[src/rtl/swb_pkg.sv]
// Package: register offsets, bit positions and shared types of the
// single-wire bus master. Assumes byte-addressed host accesses.
package swb_pkg;
    localparam int unsigned ADDR_W = 5;
    localparam int unsigned DATA_W = 8;

    localparam logic [ADDR_W-1:0] A_REV  = 5'h00;
    localparam logic [ADDR_W-1:0] A_TXD  = 5'h04;
    localparam logic [ADDR_W-1:0] A_RXD  = 5'h08;
    localparam logic [ADDR_W-1:0] A_CTRL = 5'h0C;
    localparam logic [ADDR_W-1:0] A_FLAG = 5'h10;
    localparam logic [ADDR_W-1:0] A_CFG  = 5'h14;
    localparam logic [ADDR_W-1:0] A_STAT = 5'h18;

    // control bits
    localparam int B_IE   = 6;
    localparam int B_CKEN = 5;
    localparam int B_GO   = 4;
    localparam int B_INIT = 2;
    localparam int B_DIR  = 1;
    localparam int B_MODE = 0;
    localparam logic [DATA_W-1:0] CTRL_MASK = 8'h77;

    // flag bits
    localparam int F_TX = 2;
    localparam int F_RX = 1;
    localparam int F_TO = 0;

    // config bits
    localparam int C_SRST = 1;
    localparam int C_IDLE = 0;

    typedef enum logic [1:0] {OP_TX, OP_RX, OP_BRK} op_e;

    typedef struct packed {
        logic              tx;
        logic              rx;
        logic              to;
        logic [DATA_W-1:0] data;
    } done_t;
endpackage

[src/rtl/swb_regs.sv]
// Register file: decodes host accesses, holds control, data, flags and
// config, raises the start request and the interrupt. Assumes the
// sequencer reports one done pulse per operation while busy is high.
module swb_regs
    import swb_pkg::*;
#(
    parameter logic [3:0] REV_MAJOR = 4'd2,
    parameter logic [3:0] REV_MINOR = 4'd1
) (
    input  logic              clk,
    input  logic              rst_n,
    input  logic [ADDR_W-1:0] addr,
    input  logic              wr_en,
    input  logic              rd_en,
    input  logic [DATA_W-1:0] wdata,
    output logic [DATA_W-1:0] rdata,
    input  logic              busy,
    input  done_t             done,
    output logic              start,
    output op_e               start_op,
    output logic              srst,
    output logic [DATA_W-1:0] txd_o,
    output logic [DATA_W-1:0] ctrl_o,
    output logic [2:0]        flags_o,
    output logic              rst_done_o,
    output logic              irq
);
    logic [DATA_W-1:0] ctrl_q, txd_q, rxd_q;
    logic [2:0]        flags_q, flags_d;
    logic              idle_q, rst_done_q;
    logic              wr_ctrl, rd_flag, any_done;

    assign wr_ctrl  = wr_en && (addr == A_CTRL);
    assign rd_flag  = rd_en && (addr == A_FLAG);
    assign srst     = wr_en && (addr == A_CFG) && wdata[C_SRST];
    assign start    = wr_ctrl && !busy && wdata[B_GO];
    assign any_done = done.tx | done.rx | done.to;

    // Pick the operation from the break and direction bits of the write.
    always_comb begin
        if (wdata[B_INIT])     start_op = OP_BRK;
        else if (wdata[B_DIR]) start_op = OP_RX;
        else                   start_op = OP_TX;
    end

    // Next flags: a read clears, a completion sets (setting wins).
    always_comb begin
        flags_d = rd_flag ? 3'b000 : flags_q;
        if (done.tx) flags_d[F_TX] = 1'b1;
        if (done.rx) flags_d[F_RX] = 1'b1;
        if (done.to) flags_d[F_TO] = 1'b1;
    end

    // Register state, with hardware and soft reset both synchronous.
    always_ff @(posedge clk) begin
        if (!rst_n || srst) begin
            ctrl_q     <= '0;
            txd_q      <= '0;
            rxd_q      <= '0;
            flags_q    <= '0;
            idle_q     <= 1'b0;
            rst_done_q <= 1'b0;
        end else begin
            rst_done_q <= 1'b1;
            flags_q    <= flags_d;
            if (wr_en && addr == A_TXD) txd_q <= wdata;
            if (wr_en && addr == A_CFG) idle_q <= wdata[C_IDLE];
            if (done.rx) rxd_q <= done.data;
            if (wr_ctrl && !busy) begin
                ctrl_q <= wdata & CTRL_MASK;
            end else if (any_done) begin
                ctrl_q[B_GO]   <= 1'b0;
                ctrl_q[B_INIT] <= 1'b0;
            end
        end
    end

    // Read multiplexer.
    always_comb begin
        case (addr)
            A_REV:   rdata = {REV_MAJOR, REV_MINOR};
            A_TXD:   rdata = txd_q;
            A_RXD:   rdata = rxd_q;
            A_CTRL:  rdata = ctrl_q;
            A_FLAG:  rdata = {5'b0, flags_q};
            A_CFG:   rdata = {7'b0, idle_q};
            A_STAT:  rdata = {7'b0, rst_done_q};
            default: rdata = '0;
        endcase
    end

    assign irq        = ctrl_q[B_IE] && (flags_q != 3'b000);
    assign txd_o      = txd_q;
    assign ctrl_o     = ctrl_q;
    assign flags_o    = flags_q;
    assign rst_done_o = rst_done_q;
endmodule

[src/rtl/swb_seq.sv]
// Operation sequencer and line driver: generates break and bit-slot
// timing, shifts a byte out LSB first, and receives a byte by timing
// from the slave's falling edges. Assumes ONE_LOW_CYC < SLOT_CYC and
// ZERO_LOW_CYC < SLOT_CYC. The line input is asynchronous, so it is
// synchronised.
module swb_seq
    import swb_pkg::*;
#(
    parameter int unsigned BRK_LOW_CYC    = 1900,
    parameter int unsigned BRK_REC_CYC    = 400,
    parameter int unsigned SLOT_CYC       = 1900,
    parameter int unsigned ONE_LOW_CYC    = 320,
    parameter int unsigned ZERO_LOW_CYC   = 1000,
    parameter int unsigned SAMPLE_CYC     = 600,
    parameter int unsigned RX_TIMEOUT_CYC = 4000
) (
    input  logic              clk,
    input  logic              rst_n,
    input  logic              abort,
    input  logic              start,
    input  op_e               op,
    input  logic [DATA_W-1:0] txd,
    input  logic              line_in,
    output logic              drive_low,
    output logic              busy,
    output done_t             done
);
    localparam int CW = $clog2(BRK_LOW_CYC + BRK_REC_CYC + SLOT_CYC + RX_TIMEOUT_CYC + 1);
    localparam logic [CW-1:0] L_BLOW = CW'(BRK_LOW_CYC - 1);
    localparam logic [CW-1:0] L_BREC = CW'(BRK_REC_CYC - 1);
    localparam logic [CW-1:0] L_SLOT = CW'(SLOT_CYC - 1);
    localparam logic [CW-1:0] L_ONE  = CW'(ONE_LOW_CYC - 1);
    localparam logic [CW-1:0] L_ZERO = CW'(ZERO_LOW_CYC - 1);
    localparam logic [CW-1:0] L_SAMP = CW'(SAMPLE_CYC - 1);
    localparam logic [CW-1:0] L_TO   = CW'(RX_TIMEOUT_CYC - 1);
    localparam int BW = $clog2(DATA_W);
    localparam logic [BW-1:0] LAST_BIT = BW'(DATA_W - 1);

    typedef enum logic [2:0] {S_IDLE, S_BLOW, S_BREC, S_TLOW, S_TREST, S_RWAIT, S_RSLOT} st_e;

    st_e               state;
    logic [CW-1:0]     cnt, low_lim;
    logic [BW-1:0]     bitn;
    logic [DATA_W-1:0] sh;
    logic              s1, s2, s3, fall;

    assign low_lim = sh[0] ? L_ONE : L_ZERO;
    assign fall    = s3 && !s2;

    // Two-stage synchroniser plus one delay stage for edge detection.
    always_ff @(posedge clk) begin
        if (!rst_n) {s1, s2, s3} <= 3'b111;
        else        {s1, s2, s3} <= {line_in, s1, s2};
    end

    // Operation state machine with slot counter and bit index.
    always_ff @(posedge clk) begin
        if (!rst_n || abort) begin
            state <= S_IDLE;
            cnt   <= '0;
            bitn  <= '0;
            sh    <= '0;
        end else begin
            case (state)
                S_IDLE: if (start) begin
                    cnt  <= '0;
                    bitn <= '0;
                    sh   <= txd;
                    case (op)
                        OP_BRK:  state <= S_BLOW;
                        OP_RX:   state <= S_RWAIT;
                        default: state <= S_TLOW;
                    endcase
                end
                S_BLOW: if (cnt == L_BLOW) begin
                    cnt   <= '0;
                    state <= S_BREC;
                end else cnt <= cnt + 1'b1;
                S_BREC: if (cnt == L_BREC) begin
                    cnt   <= '0;
                    state <= S_IDLE;
                end else cnt <= cnt + 1'b1;
                S_TLOW: begin
                    cnt <= cnt + 1'b1;
                    if (cnt == low_lim) state <= S_TREST;
                end
                S_TREST: if (cnt == L_SLOT) begin
                    cnt <= '0;
                    if (bitn == LAST_BIT) state <= S_IDLE;
                    else begin
                        bitn  <= bitn + 1'b1;
                        sh    <= sh >> 1;
                        state <= S_TLOW;
                    end
                end else cnt <= cnt + 1'b1;
                S_RWAIT: if (fall) begin
                    cnt   <= '0;
                    state <= S_RSLOT;
                end else if (cnt == L_TO) begin
                    cnt   <= '0;
                    state <= S_IDLE;
                end else cnt <= cnt + 1'b1;
                S_RSLOT: if (cnt == L_SAMP) begin
                    cnt <= '0;
                    sh  <= {s2, sh[DATA_W-1:1]};
                    if (bitn == LAST_BIT) state <= S_IDLE;
                    else begin
                        bitn  <= bitn + 1'b1;
                        state <= S_RWAIT;
                    end
                end else cnt <= cnt + 1'b1;
                default: state <= S_IDLE;
            endcase
        end
    end

    // Completion pulses in the last cycle of each operation.
    always_comb begin
        done.tx   = !abort && state == S_TREST && cnt == L_SLOT && bitn == LAST_BIT;
        done.rx   = !abort && state == S_RSLOT && cnt == L_SAMP && bitn == LAST_BIT;
        done.to   = !abort && ((state == S_BREC && cnt == L_BREC) ||
                               (state == S_RWAIT && !fall && cnt == L_TO));
        done.data = {s2, sh[DATA_W-1:1]};
    end

    assign drive_low = (state == S_BLOW) || (state == S_TLOW);
    assign busy      = (state != S_IDLE);
endmodule

[src/rtl/sw_bus_master.sv]
// Top of the single-wire bus master: joins the register file to the
// sequencer. Assumes an external pull-up on the wire and a pad that
// returns the wire level on line_in.
module sw_bus_master
    import swb_pkg::*;
#(
    parameter logic [3:0]  REV_MAJOR      = 4'd2,
    parameter logic [3:0]  REV_MINOR      = 4'd1,
    parameter int unsigned BRK_LOW_CYC    = 1900,
    parameter int unsigned BRK_REC_CYC    = 400,
    parameter int unsigned SLOT_CYC       = 1900,
    parameter int unsigned ONE_LOW_CYC    = 320,
    parameter int unsigned ZERO_LOW_CYC   = 1000,
    parameter int unsigned SAMPLE_CYC     = 600,
    parameter int unsigned RX_TIMEOUT_CYC = 4000
) (
    input  logic       clk,
    input  logic       rst_n,
    input  logic [4:0] addr,
    input  logic       wr_en,
    input  logic       rd_en,
    input  logic [7:0] wdata,
    output logic [7:0] rdata,
    output logic       irq,
    output logic       line_drive_low,
    input  logic       line_in
);
    logic              busy_w, start_w, srst_w, rst_done_w;
    op_e               op_w;
    done_t             done_w;
    logic [DATA_W-1:0] txd_w, ctrl_w;
    logic [2:0]        flags_w;

    swb_regs #(
        .REV_MAJOR(REV_MAJOR),
        .REV_MINOR(REV_MINOR)
    ) u_regs (
        .clk(clk), .rst_n(rst_n), .addr(addr), .wr_en(wr_en), .rd_en(rd_en),
        .wdata(wdata), .rdata(rdata), .busy(busy_w), .done(done_w),
        .start(start_w), .start_op(op_w), .srst(srst_w), .txd_o(txd_w),
        .ctrl_o(ctrl_w), .flags_o(flags_w), .rst_done_o(rst_done_w), .irq(irq)
    );

    swb_seq #(
        .BRK_LOW_CYC(BRK_LOW_CYC), .BRK_REC_CYC(BRK_REC_CYC),
        .SLOT_CYC(SLOT_CYC), .ONE_LOW_CYC(ONE_LOW_CYC),
        .ZERO_LOW_CYC(ZERO_LOW_CYC), .SAMPLE_CYC(SAMPLE_CYC),
        .RX_TIMEOUT_CYC(RX_TIMEOUT_CYC)
    ) u_seq (
        .clk(clk), .rst_n(rst_n), .abort(srst_w), .start(start_w), .op(op_w),
        .txd(txd_w), .line_in(line_in), .drive_low(line_drive_low),
        .busy(busy_w), .done(done_w)
    );
endmodule

[config.mk]
export PLATFORM = sky130hd
export DESIGN_NAME = sw_bus_master
export DESIGN_NICKNAME = d
export VERILOG_FILES = /design/src/rtl/swb_pkg.sv /design/src/rtl/swb_regs.sv /design/src/rtl/swb_seq.sv /design/src/rtl/sw_bus_master.sv
export SDC_FILE = /design/constraint.sdc
export NUM_CORES = 1
export LEC_CHECK = 0
export ABC_AREA = 1
export BUFFER_PORTS_ARGS = -buffer_cell sky130_fd_sc_hd__buf_2
export CORE_MARGIN = 2
export CORE_UTILIZATION = 55
export DETAILED_ROUTE_END_ITERATION = 8
export PLACE_DENSITY_LB_ADDON = 0.3
export SETUP_SLACK_MARGIN = 0.02
export SYNTH_ARGS = -nofsm -noshare
export SYNTH_HDL_FRONTEND = slang
export SYNTH_SLANG_ARGS = --single-unit
export TNS_END_PERCENT = 10
[constraint.sdc]
create_clock -name clk -period 3.9 [get_ports clk]
set_clock_uncertainty 0.05 [all_clocks]
set_input_delay 0.195 -clock clk [delete_from_list [all_inputs] [get_ports clk]]
set_output_delay 0.195 -clock clk [all_outputs]
set_load 0.02 [all_outputs]
# Word-level counts from Yosys, hierarchy flattened
# Cells that the tools add are included.
[word_totals]
elab_cells = 131
output_inout_bits = 10
ff_bits = 58
[classes]
reduce_logical = 42
bitwise_logic = 2
n_eq_ne = 28
mux = 41
n_addsub = 2
[ops]
columns = ["operator", "n"]
rows = [
  ["14-bit two-way mux", 6],
  ["14-bit case mux with 6 select lines", 1],
  ["8-bit case mux with 7 select lines", 1],
  ["3-bit two-way mux", 14],
  ["8-bit two-way mux", 4],
  ["8-bit case mux with 3 select lines", 1],
  ["3-bit case mux with 7 select lines", 1],
  ["1-bit logical AND", 19],
  ["5-bit == test, second input constant", 3],
  ["14-bit by 1-bit adder with 14-bit output, second input constant", 1],
  ["14-bit by 10-bit == test with 1-bit output, second input constant", 1],
  ["14-bit by 11-bit == test with 1-bit output, second input constant", 1],
  ["14-bit by 12-bit == test with 1-bit output, second input constant", 1],
  ["14-bit == test", 1],
  ["14-bit by 9-bit == test with 1-bit output, second input constant", 1],
  ["3-bit == test, second input constant", 4],
  ["5-bit by 4-bit == test with 1-bit output, second input constant", 2],
  ["10-bit two-way mux", 1],
  ["2-bit by 1-bit inequality test with 1-bit output, second input constant", 5],
  ["3-bit case mux with 3 select lines", 1],
  ["3-bit nonzero test", 3],
  ["1-bit two-way mux", 8],
  ["2-bit nonzero test", 4],
  ["7-bit AND reduction", 1],
  ["other kinds (20)", 30],
]

# Logic depth before layout (Yosys ltp)
# Gate-level depths: netlist (run 1).
[logic_depth]
word_depth = 11
depth_mapped = 14

# By module
# A second synthesis (run 1) with hierarchy kept.
[hier_totals]
hier_cells = 495
hier_area_um2 = 3424.5
[by_module_without_submodules]
columns = ["module", "seq_area_each_um2", "area_each_um2", "cells_each", "instances"]
rows = [
  ["swb_seq", 620.6, 2065.7, 313, 1],
  ["swb_regs", 540.5, 1358.8, 182, 1],
]

# Least setup slack after synthesis (run 1)
# No wires, ideal clock.
[synth_timing]
kind = "register to register"
start = "register u_seq.cnt[0]"
end = "register u_seq.sh[0]"
period_less_slack_ps = 1700
path_stages_with_launch = 12
required_time_ps = 3737
setup_time_ps = 113
arrival_ps = 1537
slack_ps = 2200
cell_sequence = "dfxtp_1 > ha_1 > nand2_1 > nor3_1 > nand2_1 > nand2_2 > nand2_2 > nor2_8 > nand2_4 > buf_6 > nor2_1 > nor2_1"
[synth_between]
elab_chain_len = 3
word_cells_on_any_way = 5
[synth_lines]
columns = ["item", "line_no", "rtl"]
rows = [
  ["start, declared", "swb_seq.sv:42", "logic [CW-1:0] cnt, low_lim;"],
  ["start signal, assigned", "swb_seq.sv:78", "end else cnt <= cnt + 1'b1;"],
  ["start signal, assigned", "swb_seq.sv:82", "end else cnt <= cnt + 1'b1;"],
  ["start signal, assigned", "swb_seq.sv:84", "cnt <= cnt + 1'b1;"],
  ["14-bit by 11-bit == test with 1-bit output / 14-bit by 10-bit == test with 1-bit output (equally long branches)", "swb_seq.sv:87, swb_seq.sv:103", ""],
  ["2-bit by 1-bit inequality test with 1-bit output (no line)", "-", ""],
  ["5-bit AND reduction (no line) *", "-", ""],
  ["end signal, assigned", "swb_seq.sv:68", "sh <= txd;"],
  ["end signal, assigned", "swb_seq.sv:92", "sh <= sh >> 1;"],
  ["end signal, assigned", "swb_seq.sv:105", "sh <= {s2, sh[DATA_W-1:1]};"],
  ["end, declared", "swb_seq.sv:44", "logic [DATA_W-1:0] sh;"],
]
# Every way passes the cells marked *; elsewhere a longest branch is shown, timed or not.
# A chain may end at the register's enable or synchronous reset.

# Final worst setup path (run 1)
[layout_timing]
start = "input addr[1]"
end = "register u_seq.cnt[7]"
[layout_between]
elab_chain_len = 6
word_cells_on_any_way = 10
[layout_lines]
columns = ["item", "line_no", "rtl"]
rows = [
  ["start, declared", "sw_bus_master.sv:19", "input logic [4:0] addr,"],
  ["5-bit by 4-bit == test with 1-bit output", "swb_regs.sv:33", "assign wr_ctrl = wr_en && (addr == A_CTRL);"],
  ["1-bit logical AND", "swb_regs.sv:33", ""],
  ["1-bit logical AND (2 in series)", "swb_regs.sv:36", "assign start = wr_ctrl && !busy && wdata[B_GO];"],
  ["2-bit inequality test (no line)", "-", ""],
  ["2-bit AND reduction (no line)", "-", ""],
]
# Parallel ways exist; a longest one is shown, timed or not.

==> results.md, run 1 <==
* Crit path kind: input port to flop
* Core area at 0.005816 mm^2
* Post-Route WL at ~8 mm
* Fin area at 0.003633 mm^2
* Post-CTS sizing at 0
* Vias in the first global route at 2905
* Post-route ant nets at 0
* Routed WL per cell at 12.94 um
* Global placement routability congestion at ~0.96
* Initial Util at 0.5605
* Worst Hold End: u_seq.s2
* I/O pin total at 28
* P&R area growth vs syn at 11.48%
* Post-CTS setup buffers at 0
* Post-synthesis cell type count at 31
* Drt pass-1 iters at 5
* Post-synth top area cell: dfxtp_1
* Top cell type's share of synthesized area at 0.3562
* Congestion Overflow GR at 0
* Post-DP HPWL at roughly 6.0 mm
* Die area at 0.006558 mm^2
* Max incr delay on CP at 0.55 ns
* Max Cap Viol at 0
* Worst-Skew Late Latency at 0.33 ns
* Cell Area, Placed at around 0.0034 mm^2
* Syn_nets at approximately 530
* Hold depth at 2
* Reg2reg setup slack at approximately 1.8 ns
* Fin crit share at 0.5839
* I/O Buffers at 27
* Seq/Total Area, Yosys at 0.3562
* Most frequent cells in the layout: 146 x nand2_1, 83 x nor2_1, 61 x inv_1
* Reg-to-reg endpoint: u_seq.cnt[7]
* CP Max Fanout at 23
* Yosys reg bits at just under 60
* Worst r2r src: u_seq.cnt[0]
* Class of the worst hold path: input port to flop
* Setup crit start kind: input port
* Initial antenna violation count at 0
* Commonest non-fill, non-tap cell in the layout: nand2_1
* Endpoint type of the worst setup path: flop
* First-pass GRT wire length at between 10 and 15 mm
* PD cells at around 600 mW/mm^2
* Final Hold Fails at 0
* Fraction of layout cells with a size suffix above 1 at 0.1234
* CTS sink count at between 50 and 60
* Least-Margin Pin Slew at ~0.73 ns
* Vert. Die Dim at around 81 um
* Global Route Usage Sum at 0.2627
* Synth top area cells: dfxtp_1 36%, nand2_1 17%, nor2_1 9.6%
* Die X at 80.98 um
* Initial DRC count at between 200 and 300
* Hold_sp: rst_n
* Clk slew on worst S/H paths at approximately 0.060 ns
* Slowest stage cell, crit path: nand2_1
* Rel. slew slack at 0.5149
* Worst reg-to-reg path cell count at 10
* CTS Root Cell: clkbuf_8
* Worst EP required at 4.06 ns
* Syn Area/Cell at 6.391 um^2
* RSZ-0062 raised after global routing: no
* Tot Pwr at between 2 and 2.5 mW
* CTS tree: done
* Upper clock frequency limit at 439.2 MHz
* Fin nets at 560
* Final setup viols at 0
* Syn. warnings at 0
* Status: completed
* Synthesized area at 0.003259 mm^2
* Max Slew Vio Count at 0
* Fin crit period at around 2.3 ns
* Leakage at around 1.7 nW
* VDD IR max at 0.4202 mV
* Via count at approximately 3300
* Rows at 28
* Clock H-tree levels at 3
* Pin count of the biggest net entering global routing at 24
* CP cell instances: buf_2 > nor2_4 > nand3_1 > nor2_1 > nand2_1 > nand2_1 > inv_1 > nand2_2 > nor2_1
* CTS Buf Count at 9
* DR vias/cell at between 5 and 6
* CP arrival at 2.43 ns
* Inserted Diodes at 0
* DRC viols at 0
* Clk buf depth at 2
* Setup TNS at 0 ns
* Post-synthesis cell count at 510
==> logic make-up (layout without fill, tap and decap cells) <==
kind of cell    Yosys count  count (layout)  synth area share
compound gates           68              68            0.1106
buf+inv                  78             111            0.1010
fa+ha+maj                 3               3           0.01152
xor+xnor                  4               4           0.01075
simple gates            299             299            0.4100
flops                    58              58            0.3562
==> how the worst max path moves through the flow <==
stage | endpoint | cells past startpoint | startpoint | slack, ns
3_3_place_gp | u_seq.cnt[11] | 9 | addr[1] | 1.38
3_5_place_dp | u_seq.cnt[7] | 9 | addr[1] | 1.32
5_1_grt | u_seq.cnt[10] | 9 | addr[1] | 1.38
4_1_cts | u_seq.cnt[7] | 9 | addr[1] | 1.64
6_report | u_seq.cnt[7] | 9 | addr[1] | 1.62
2_1_floorplan | u_seq.sh[0] | 11 | u_seq.cnt[0] | 2.20
==> per-layer routing <==
metal  up-vias  global-route usage  part of all wire
li1       1671                   -                 -
met1      1478              0.3705              0.47
met2       152              0.3810              0.43
met3        18             0.06556             0.079
met4         0              0.1102             0.023
met5         -                   0                 0
==> final cells by class <==
type | count | area, um^2
timing repair buffer | 28 | 145.1
clock inverter | 2 | 35.03
multi-input combinational | 374 | 1769
fill | 554 | 2182
tap | 75 | 93.84
inverter | 68 | 260.3
sequential | 58 | 1161
clock buffer | 13 | 168.9
==> power by group <==
part | total, mW | leakage [nW] | switching (mW) | internal (mW)
logic | 0.886 | 1.08 | 0.617 | 0.270
registers | 0.741 | 0.471 | 0.0698 | 0.671
clock network | 0.566 | 0.106 | 0.223 | 0.343
==> critical path: cells and delay by family <==
family	cells	cell delay, ns
AND/OR/NAND/NOR	7	1.56
buffers and inverters	2	0.66
==> cell usage after synthesis <==
| cell | count |
|---|---|
| nand2_1 | 146 |
| nor2_1 | 83 |
| inv_1 | 61 |
| dfxtp_1 | 58 |
| a21oi_1 | 31 |
| nand3_1 | 31 |
| o21ai_0 | 29 |
| nor3_1 | 10 |
| nand4_1 | 9 |
| inv_2 | 5 |
| nand2_2 | 5 |
| clkbuf_1 | 4 |
| nand2_4 | 4 |
| nor2_2 | 4 |
| buf_6 | 3 |
| ha_1 | 3 |
| nor2_8 | 3 |
| xor2_1 | 3 |
| buf_4 | 2 |
| inv_4 | 2 |
| nand3_4 | 2 |
| o2111ai_1 | 2 |
| o22ai_1 | 2 |
| a211oi_1 | 1 |
| a22o_1 | 1 |
| a31oi_1 | 1 |
| buf_2 | 1 |
| nand3b_1 | 1 |
| nor2_4 | 1 |
| o211ai_1 | 1 |
| xnor2_1 | 1 |
==> per-stage QoR <==
step                      setup slack (ns)  instances  hold slack, ns    util
after floorplan                      2.200        510          0.2137       -
after global placement               1.381        602          0.3158  0.5880
after detailed placement             1.318        602          0.3209  0.5880
after CTS                            1.643        618         0.03494  0.6248
after global routing                 1.378        618         0.04302  0.6248
final                                1.623        618         0.04089  0.6248
==> repair_timing <==
item / in CTS / in global routing
endpoints found under the setup margin: 0 / 0
hold endpoints to repair: 1 / 0
hold buffers: 1 / 0
==> state kept, by name, indices dropped and copies added, names as in the netlist <==
| register | count |
|---|---|
| u_seq.sh | 8 |
| u_seq.cnt | 14 |
| u_regs.rxd_q | 8 |
| u_seq.state | 3 |
| u_regs.rst_done_o | 1 |
| u_seq.s1 | 1 |
| u_seq.bitn | 3 |
| u_regs.idle_q | 1 |
| u_regs.flags_o | 3 |
| u_seq.s3 | 1 |
| u_regs.ctrl_o | 6 |
| u_regs.txd_o | 8 |
| u_seq.s2 | 1 |
No activity file was read; power rests on OpenSTA's default activity.
==> run 2: changes to the inputs <==
Settings changed: CORE_UTILIZATION 55 to 54.
Clock period 3.9 ns to 2 ns, I/O delays scaled along.
==> results.md, run 2 (synthesis results as in run 1) <==
* Final WS setup at 0.1758 ns (-1.447 ns)
* Dpl cells at 613 (+1.8%)
* WHS at 0.01209 ns (-0.02880 ns)
* Clk buf depth at 2 (unchanged)
* Inserted Diodes at 0 (unchanged)
* Worst reg-to-reg path cell count at 10 (unchanged)
* Post-DP HPWL at 6.254 mm (+3.9%)
* Crit path kind: flop to flop
* Leakage at 1.767 nW (+6.9%)
* Final Hold Fails at 0 (unchanged)
* Die area at 0.006673 mm^2 (+1.8%)
* Global placement routability congestion at 1.021 (+6.9%)
* CP arrival at 2.03 ns (-0.40 ns)
* CP cell instances: ha_1 > ha_1 > inv_1 > o21ai_0 > inv_2 > nand3b_1 > nor2_2 > o21ai_0 > nand2_1 > nor2_1
* Rel. slew slack at 0.6895 (+0.1746)
* Worst-Skew Late Latency at 0.35 ns (+0.02 ns)
* DRC viols at 0 (unchanged)
* RSZ-0062 raised after global routing: yes
* Post-route ant nets at 0 (unchanged)
* Final setup viols at 0 (unchanged)
* Congestion Overflow GR at 0 (unchanged)
* Endpoint type of the worst setup path: flop
* Max incr delay on CP at 0.33 ns (-0.22 ns)
* Fin crit period at roughly 1.8 ns
* P&R area growth vs syn at 19.31%
* Finished Layout Cells at 639 (+3.4%)
* Max Slew Vio Count at 0 (unchanged)
* Vias in the first global route at 2882 (-0.79%)
* Tot Pwr at 4.739 mW (+120%)
* Fraction of layout cells with a size suffix above 1 at 0.1543 (+0.03087)
* Vert. Die Dim at 81.69 um (+0.88%)
* PD cells at 1219 mW/mm^2 (+100%)
* Via count at 3398 (+2.4%)
* CTS Root Cell: clkbuf_8
* Max Cap Viol at 0 (unchanged)
* Initial antenna violation count at 0 (unchanged)
* CTS Buf Count at 9 (unchanged)
* Status: completed
* CTS sink count at 58 (unchanged)
* Most frequent cells in the layout: 146 x nand2_1, 79 x nor2_1, 61 x inv_1
* Slowest stage cell, crit path: dfxtp_1
* Place WS at 0.1203 ns (-1.198 ns)
* CTS tree: done
* Routed WL per cell at 13.16 um (+1.7%)
* Drt pass-1 iters at 5 (unchanged)
* Setup crit start kind: flop
* Clk slew on worst S/H paths at 0.07 ns (about the same)
* Pin count of the biggest net entering global routing at 21 (-13%)
* Reg2reg setup slack at 0.18 ns (-1.65 ns)
* Fin nets at 580 (+3.6%)
* Post-Route WL at 8.408 mm (+5.2%)
* Hold depth at 3 (+1)
* I/O pin total at 28 (unchanged)
* Post-CTS setup buffers at 0 (unchanged)
* Fill cells at 501 (-9.6%)
* Class of the worst hold path: input port to flop
* DR vias/cell at 5.318 (-0.98%)
* Global Route Usage Sum at 0.2673 (+0.004605)
* Initial Util at 0.5538 (-0.006672)
* Setup TNS at 0 ns (unchanged)
* Core area at 0.005886 mm^2 (+1.2%)
* Worst r2r src: u_seq.bitn[0]
* VDD IR max at 0.8808 mV (+110%)
* Initial DRC count at 397 (+49%)
* I/O Buffers at 27 (unchanged)
* First-pass GRT wire length at 13.45 mm (+0.94%)
* Reg-to-reg endpoint: u_seq.bitn[0]
* Rows at 28 (unchanged)
* Commonest non-fill, non-tap cell in the layout: nand2_1
* Reg with most FFs: u_seq.cnt
* Worst Hold End: u_regs.ctrl_o[2]
* Clock H-tree levels at 3 (unchanged)
* Hold_sp: wdata[2]
* Fin crit share at 0.9121
* Least-Margin Pin Slew at 0.4652 ns (-0.2606 ns)
* CP Max Fanout at 6 (-74%)
* Max reg flops at 14 (unchanged)
* Worst EP required at 2.20 ns (-1.86 ns)
* Upper clock frequency limit at 548.2 MHz
* Die X at 81.69 um (+0.88%)
[run 2: changes by cell type in the layout (fill, tap and decap cells not counted), moves of 2 or more]
cell and change:
bufinv_16 +2, buf_4 +11, clkinv_4 +3, dlygate4sd3_1 +8, nor2_1 -4, clkbuf_8 -3
nor2_2 +3
[run 2: where the power goes]
group	switching (mW)	leakage, nW	internal [mW]
Combinational	1.31	1.17	0.651
Clock	0.518	0.124	0.837
Sequential	0.113	0.471	1.31
Total	1.94	1.77	2.80
[run 2: layout make-up]
class | instances | area (um^2) | area share
Clock buffer | 9 | 123.9 | 0.03185
Clock inverter | 7 | 125.1 | 0.03218
Inverter | 68 | 260.3 | 0.06692
Multi-Input combinational cell | 375 | 1817 | 0.4672
Sequential cell | 58 | 1161 | 0.2986
Tap cell | 75 | 93.84 | 0.02413
Timing Repair Buffer | 47 | 307.8 | 0.07915
[run 2: repair_timing]
item	4_1_cts	5_1_grt
resized for setup	0	10
endpoints found under the hold margin	13	0
endpoints found under the setup margin	0	24
hold buffers	9	0
[run 2: per-stage QoR]
stage                     instance area (um^2)    util
after floorplan                           3259       -
after global placement                    3502  0.5950
after detailed placement                  3502  0.5950
after CTS                                 3841  0.6526
after global routing                      3889  0.6607
final                                     3889  0.6607
[run 2: worst max-delay path by stage]
stage                     slack (ns)     startpoint  cells past startpoint            end
final                           0.18  u_seq.bitn[0]                     10  u_seq.bitn[0]
after global routing            0.02   u_seq.cnt[0]                     13    u_seq.sh[2]
after CTS                        0.1   u_seq.cnt[0]                     10   u_seq.cnt[2]
after detailed placement        0.12   u_seq.cnt[0]                     12   u_seq.cnt[2]
after global placement          0.19   u_seq.cnt[0]                     12  u_seq.cnt[10]
after floorplan                 0.30   u_seq.cnt[0]                     11    u_seq.sh[0]
[run 2: worst max-delay path: cells and delay by family, from the launching register on]
family,cells,cell delay [ns]
AND/OR/NAND/NOR,4,0.42
AO/OA/AOI/OAI,2,0.24
flip-flops,1,0.33
adder cells (fa/ha/maj),2,0.44
buffers and inverters,2,0.23
[run 2: per-layer routing]
layer,share of wire,track usage,up-vias
met5,0,0,-
met4,0.013,0.07167,0
met3,0.078,0.07802,16
met2,0.46,0.4008,136
met1,0.45,0.3757,1533
li1,-,-,1713
==> run 3: changes to the inputs <==
Settings changed: CORE_ASPECT_RATIO set to 0.5.
==> results.md, run 3 (synthesis results as in run 1) <==
* Comb power frac at 0.395 (-0.019)
* Inserted Diodes at 0 (unchanged)
* Post-Route WL at 8.534 mm (+1.5%)
* Class of the worst hold path: input port to flop
* Least-Margin Pin Slew at 0.4940 ns (+0.02877 ns)
* Max Slew Vio Count at 0 (unchanged)
* PD cells at 1280 mW/mm^2 (+5.1%)
* Congestion Overflow GR at 0 (unchanged)
* Post-route ant nets at 0 (unchanged)
* Rows at 19 (-32%)
* Commonest non-fill, non-tap cell in the layout: nand2_1
* Switching pwr at 1.975 mW (+1.7%)
* Switch share at 0.3894 (-0.02053)
* Post-DP HPWL at 6.059 mm (-3.1%)
* I/O Buffers at 27 (unchanged)
* Sequential power share at 0.281 (-0.019)
* Final WS setup at 0.1672 ns (-0.008532 ns)
* CP arrival at 2.00 ns (-0.03 ns)
* Global Route Usage Sum at 0.2769 (+0.009615)
* I/O pin total at 28 (unchanged)
* Die X at 113.9 um (+39%)
* Clk buf depth at 2 (unchanged)
* Fin nets at 582 (+0.34%)
* Reg with most FFs: u_seq.cnt
* Final Hold Fails at 0 (unchanged)
* Worst-Skew Late Latency at 0.33 ns (-0.02 ns)
* Final setup viols at 0 (unchanged)
* RSZ-0062 raised after global routing: yes
* Post-CTS setup buffers at 0 (unchanged)
* Max Cap Viol at 0 (unchanged)
* Vert. Die Dim at 58.94 um (-28%)
* Drt pass-1 iters at 5 (unchanged)
* Die area at 0.006711 mm^2 (+0.56%)
* Endpoint type of the worst setup path: flop
* DRC viols at 0 (unchanged)
* Via count at 3438 (+1.2%)
* Place WS at 0.08829 ns (-0.03197 ns)
* CTS tree: done
* Fill cells at 488 (-2.6%)
* Rel. slew slack at 0.6681 (-0.02137)
* CTS Buf Count at 9 (unchanged)
* Core area at 0.005658 mm^2 (-3.9%)
* First-pass GRT wire length at 14.34 mm (+6.6%)
* CTS Root Cell: clkbuf_16
* Clock H-tree levels at 3 (unchanged)
* Setup TNS at 0 ns (unchanged)
* Vias in the first global route at 3150 (+9.3%)
* Clock power frac at 0.324 (+0.038)
* Worst EP required at 2.16 ns (-0.04 ns)
* Initial DRC count at 288 (-27%)
* Max reg flops at 14 (unchanged)
* CTS sink count at 58 (unchanged)
* Pin count of the biggest net entering global routing at 21 (unchanged)
* Fin crit share at 0.9164 (+0.004266)
* Leakage at 1.806 nW (+2.2%)
* Clk slew on worst S/H paths at 0.05 ns (-0.02 ns)
* Internal at 3.097 mW (+11%)
* CP Max Fanout at 9 (+3)
* Fin crit period at 1.833 ns (+0.008532 ns)
* DR vias/cell at 5.380 (+1.2%)
* Routed WL per cell at 13.36 um (+1.5%)
* Most frequent cells in the layout: 146 x nand2_1, 81 x nor2_1, 61 x inv_1
* Upper clock frequency limit at 545.6 MHz (-0.47%)
* Initial antenna violation count at 0 (unchanged)
* Status: completed
* Setup crit start kind: flop
* Fraction of layout cells with a size suffix above 1 at 0.1572 (+0.002988)
* Global placement routability congestion at 0.9307 (-8.8%)
* Initial Util at 0.5761 (+0.02229)
* VDD IR max at 0.7263 mV (-18%)
* P&R area growth vs syn at 21.54%
* Crit path kind: flop to flop
## run 3: worst paths after layout
kind | startpoint | endpoint | slack (ns) | cells after the start
setup reg to reg | u_seq.state[1] | u_seq.cnt[6] | 0.17 | 10
hold reg to reg | u_seq.s1 | u_seq.s2 | 0.35 | 2
setup / recovery | u_seq.state[1] | u_seq.cnt[6] | 0.17 | 10
hold / removal | wdata[4] | u_regs.txd_o[4] | 0.02 | 3
## run 3: timing repair
item / CTS / global route
endpoints found under the hold margin: 12 / 0
hold buffers: 8 / 0
resized for setup: 0 / 8
endpoints found under the setup margin: 0 / 27
## run 3: critical path, cell delays in order, from the launching register on
cell and delay [ns]:
dfxtp_1 0.40, nor2_8 0.14, nand3_4 0.09, nor2_8 0.20
nand2_4 0.08, nand2_4 0.11, nand2_4 0.06, buf_4 0.17
nor2_1 0.15, xor2_1 0.18, nor2_1 0.07
## run 3: metrics by stage
stage / total power, mW / hold WS (ns) / util / cells / cell area [um^2]
final: 5.072 / 0.01525 / 0.7001 / 639 / 3961
after global routing: 5.436 / 0.02715 / 0.7001 / 639 / 3961
after CTS: 4.934 / 0.005011 / 0.6933 / 638 / 3923
after detailed placement: 3.261 / 0.2363 / 0.6225 / 614 / 3522
after global placement: 3.235 / 0.2383 / 0.6225 / 614 / 3522
after floorplan: 2.915 / 0.1187 / - / 510 / 3259
## run 3: per-layer routing
metal | vias to the layer above | track usage | share of wire
met2 | 124 | 0.4542 | 0.45
met1 | 1573 | 0.3622 | 0.46
li1 | 1722 | - | -
met3 | 19 | 0.07621 | 0.072
met5 | - | 0 | 0
met4 | 0 | 0.08711 | 0.016
## run 3: final cells by class
type	count	area (um^2)	area share
Clock buffer	11	242.7	0.06128
Clock inverter	5	77.57	0.01958
Inverter	68	260.3	0.06570
Multi-Input combinational cell	375	1807	0.4561
Sequential cell	58	1162	0.2934
Tap cell	73	91.34	0.02306
Timing Repair Buffer	49	320.3	0.08086
## run 3: power by group through the flow
stage / combinational (mW) / sequential, mW / clock, mW
after detailed placement: 1.82 / 1.44 / 0
after CTS: 1.85 / 1.42 / 1.66
final: 2.00 / 1.42 / 1.64
after floorplan: 1.52 / 1.40 / 0
after global placement: 1.80 / 1.43 / 0
after global routing: 2.27 / 1.44 / 1.72
